<file path="config.mk">
export PLATFORM = sky130hd
export DESIGN_NAME = cs_out_ctrl
export DESIGN_NICKNAME = d
export VERILOG_FILES = /design/src/rtl/cs_out_ctrl.sv
export SDC_FILE = /design/constraint.sdc
export NUM_CORES = 1
export LEC_CHECK = 0
export ABC_AREA = 1
export CORE_MARGIN = 2
export CORE_UTILIZATION = 60
export DETAILED_ROUTE_END_ITERATION = 7
export DONT_BUFFER_PORTS = 1
export PLACE_DENSITY = 0.76
export SYNTH_ARGS = -nofsm -noshare
export SYNTH_HDL_FRONTEND = slang
export SYNTH_SLANG_ARGS = --single-unit
</file>
<file path="constraint.sdc">
create_clock -name clk -period 1.6 [get_ports clk]
set_input_delay 0.08 -clock clk [delete_from_list [all_inputs] [get_ports clk]]
set_output_delay 0.08 -clock clk [all_outputs]
set_load 0.02 [all_outputs]
</file>
<file path="src/rtl/cs_out_ctrl.sv">
module cs_out_ctrl #(
  parameter int NPIN = 8
) (
  input  logic              clk,
  input  logic              rst_n,
  input  logic              wr_en,
  input  logic              wr_sel,
  input  logic [2*NPIN-1:0] wr_data,
  output logic [NPIN-1:0]   status,
  output logic [NPIN-1:0]   pin_out
);
  logic [NPIN-1:0] lat_q;
  logic [NPIN-1:0] csen_q;
  logic [NPIN-1:0] inv_q;

  wire [NPIN-1:0] set_b = wr_data[2*NPIN-1:NPIN];
  wire [NPIN-1:0] clr_b = wr_data[NPIN-1:0];

  always_ff @(posedge clk) begin
    if (!rst_n) begin
      lat_q  <= '1;
      csen_q <= '0;
      inv_q  <= '0;
    end else if (wr_en) begin
      if (wr_sel) begin
        lat_q <= (lat_q | set_b) & ~clr_b;
      end else begin
        csen_q <= set_b;
        inv_q  <= clr_b;
      end
    end
  end

  assign pin_out = lat_q ^ (inv_q & csen_q);
  assign status  = pin_out;
endmodule

</file>
==> impl_metrics.ini <==
[sta]
setup_violations = 0
hold_violations = 0
maxSlewHeadroom_pct = 42.1
max_slew.worst_pin.slew_ns = 0.865
timing.final.crit_share_pct = 82.3
skew_ns = 0
fmax_mhz = 760
setup_tns_ns = 0
hold_ws_ns = 0.0405
finalMaxSlewViolations = 0
fin_crit_ns = 1.32
rsz0062_at_grt = false

[routing]
drc_errors = 0
drt-pass1-iter-count = 5
drtIter0Drc = 39
final_antenna_net_count = 0
routed_via_density = 5.05
routed_wl_um = 2990
routedWlPerCell_um = 12.6
num_vias = 1202

[cells_and_area]
multi_input_area_um2 = 611
stdcell_count = 238
design_area_um2 = 1580
area_delta_synth_final_pct = 18.3
final_common_cell = nand2_1
fin_nets = 232
drive_gt1_share_pct = 16.7
regArea_um2 = 480
final_cell_mix = nand2_1, dlygate4sd3_1, inv_1, dfxtp_1, nor2_1
insertedDiodeCount = 0
fill_cells = 170

[synthesis]
synth_area_um2 = 1330
yosys_register_bits = 24
synth_top_area_share_pct = 36.1
syn-num-nets = 209
yosys-top-cells-area = dfxtp_1, nand2_1, nand3_2, buf_4, inv_1
ys_types = 16
synth_largest_area_cell = dfxtp_1
yosysWarnings = 0
synthCells = 189
ys_seq_area_share_pct = 36.1
syn-mean-instance-area_um2 = 7.04

[pwr]
p_int_mw = 0.841
power.density_nw_per_um2 = 759
power_mw = 1.20
irDropWorstVdd_mv = 0.553
p_sw_mw = 0.354
pwr-share-seq_pct = 54.5
total_leakage_power_nw = 0.798
switching_share_pct = 29.7
pwr-share-comb_pct = 23.5
clock_power_share_pct = 22.0

[critical_path]
critical_path_class = in -> reg
critPathCaptureType = flip-flop
crit_slowest_cell = dlygate4sd3_1
rrSetupSlack_ns = 0.30
cp-start-kind = primary input
r2r.worst_path.cells = 5
cp.arrival_ns = 1.58
critical_path.max_stage_delay_ns = 1.10
crit_fanout = 17
cp_common_cell = nand2_1
crit_cells = 5
worstSetupStartpoint = wr_en
timing.rr.start = lat_q[5]
crit_end = lat_q[4]
worstPathCellList = dlygate4sd3_1 -> nand3_1 -> nand2_1 -> nand2_1 -> nand2_1
reg2reg_to = lat_q[5]
path_buf_inv = 1
cpLargestDelayFamily = buffers and inverters
worstPathRequired_ns = 1.86

[worst_hold_path]
min_path_type = in -> reg

[die]
die_h_um = 51.1
initial_core_util_pct = 62.0
core_um2 = 2150
dieArea_um2 = 2610
ios = 36
die_w_um = 51.1
num_rows = 17

[clocking]
cts_made_buffers = 3
clk_pin_slew_worst_paths_ns = 0.13
cts_tree = yes
clockRootBuffer = clkbuf_4
postCtsSetupBuffers = 0
h-tree-depth = 1
cts_buffer_depth = 2
clock_latency_ns = 0.31
cts.sinks = 24

[placed_design]
io_buffers = 0
dp_hpwl_um = 1680
place_congestion = 0.735
dpl_cell_area_um2 = 1290
dp_cells = 209

[status]
outcome = complete, no violations

[global_routing]
grt_max_degree = 25
grt_pass1_vias = 1198
track_usage_pct = 25.8
overflow = 0
antenna_found_initial = 0
grt_pass1_wl_um = 5100

[job]
cap_viol_max_count = 0
## cells in the mapped netlist
cell type   n
xor2_1      8
nor2_1     22
buf_2       1
buf_4      12
buf_6       1
inv_2       2
nor2_4      1
nand2_1    57
clkbuf_4    1
inv_1      24
nand3_2    10
buf_12      1
dfxtp_1    24
inv_6       1
nand3_1    14
nor2_2     10
## cell families after synthesis
logic type             after synthesis  share of synthesized area (%)
buffers and inverters               43                           18.0
flip-flops                          24                           36.1
AND/OR/NAND/NOR                    114                           40.6
XOR/XNOR                             8                           5.26
## sequential cells by signal, summed over array words and instances, names as in the netlist
signal / cells
csen_q: 8
inv_q: 8
lat_q: 8
## worst min path at each step
stage / start / end / cells after the start
global placement: rst_n / lat_q[7] / 1
floorplan: rst_n / csen_q[6] / 2
CTS: wr_sel / csen_q[4] / 4
detailed placement: rst_n / lat_q[4] / 1
finish: wr_sel / inv_q[5] / 4
global route: wr_sel / csen_q[3] / 4
## tightest hold or removal path, cell delays in order
cell	delay [ns]
inv_6	0.06
nand3_2	0.07
nand2_1	0.05
nor2_2	0.07
## per-layer routing
layer	routed length (um)	global-route usage (%)	up-vias
li1	-	-	593
met1	1270	31.9	558
met2	1450	42.0	38
met3	166	4.39	13
met4	97	15.3	0
met5	0	0	-
## power groups by stage
stage / Clock (mW) / Combinational, mW / Sequential [mW]
floorplan: 0 / 0.212 / 0.659
global placement: 0 / 0.192 / 0.661
detailed placement: 0 / 0.198 / 0.664
CTS: 0.266 / 0.275 / 0.650
global route: 0.287 / 0.308 / 0.655
finish: 0.263 / 0.281 / 0.651
## what timing repair did
| item | CTS | global route |
|---|---|---|
| hold buffers | 26 | 0 |
| hold endpoints to repair | 24 | 0 |
| resized for setup | 0 | 0 |
## through the flow
step	utilization (%)	worst slack (ns)
2_1_floorplan	-	0.537
3_3_place_gp	60.2	0.807
3_5_place_dp	60.2	0.795
4_1_cts	73.3	0.349
5_1_grt	73.3	0.204
6_report	73.3	0.283
## layout make-up
cell class                 instances  area share, %
inverter                          27           6.75
clock buffer                       3           1.43
multi-input combinational        122           38.8
tap                               28           2.22
timing repair buffer              34           20.3
sequential                        24           30.5
(Power assumes the default switching activity.)
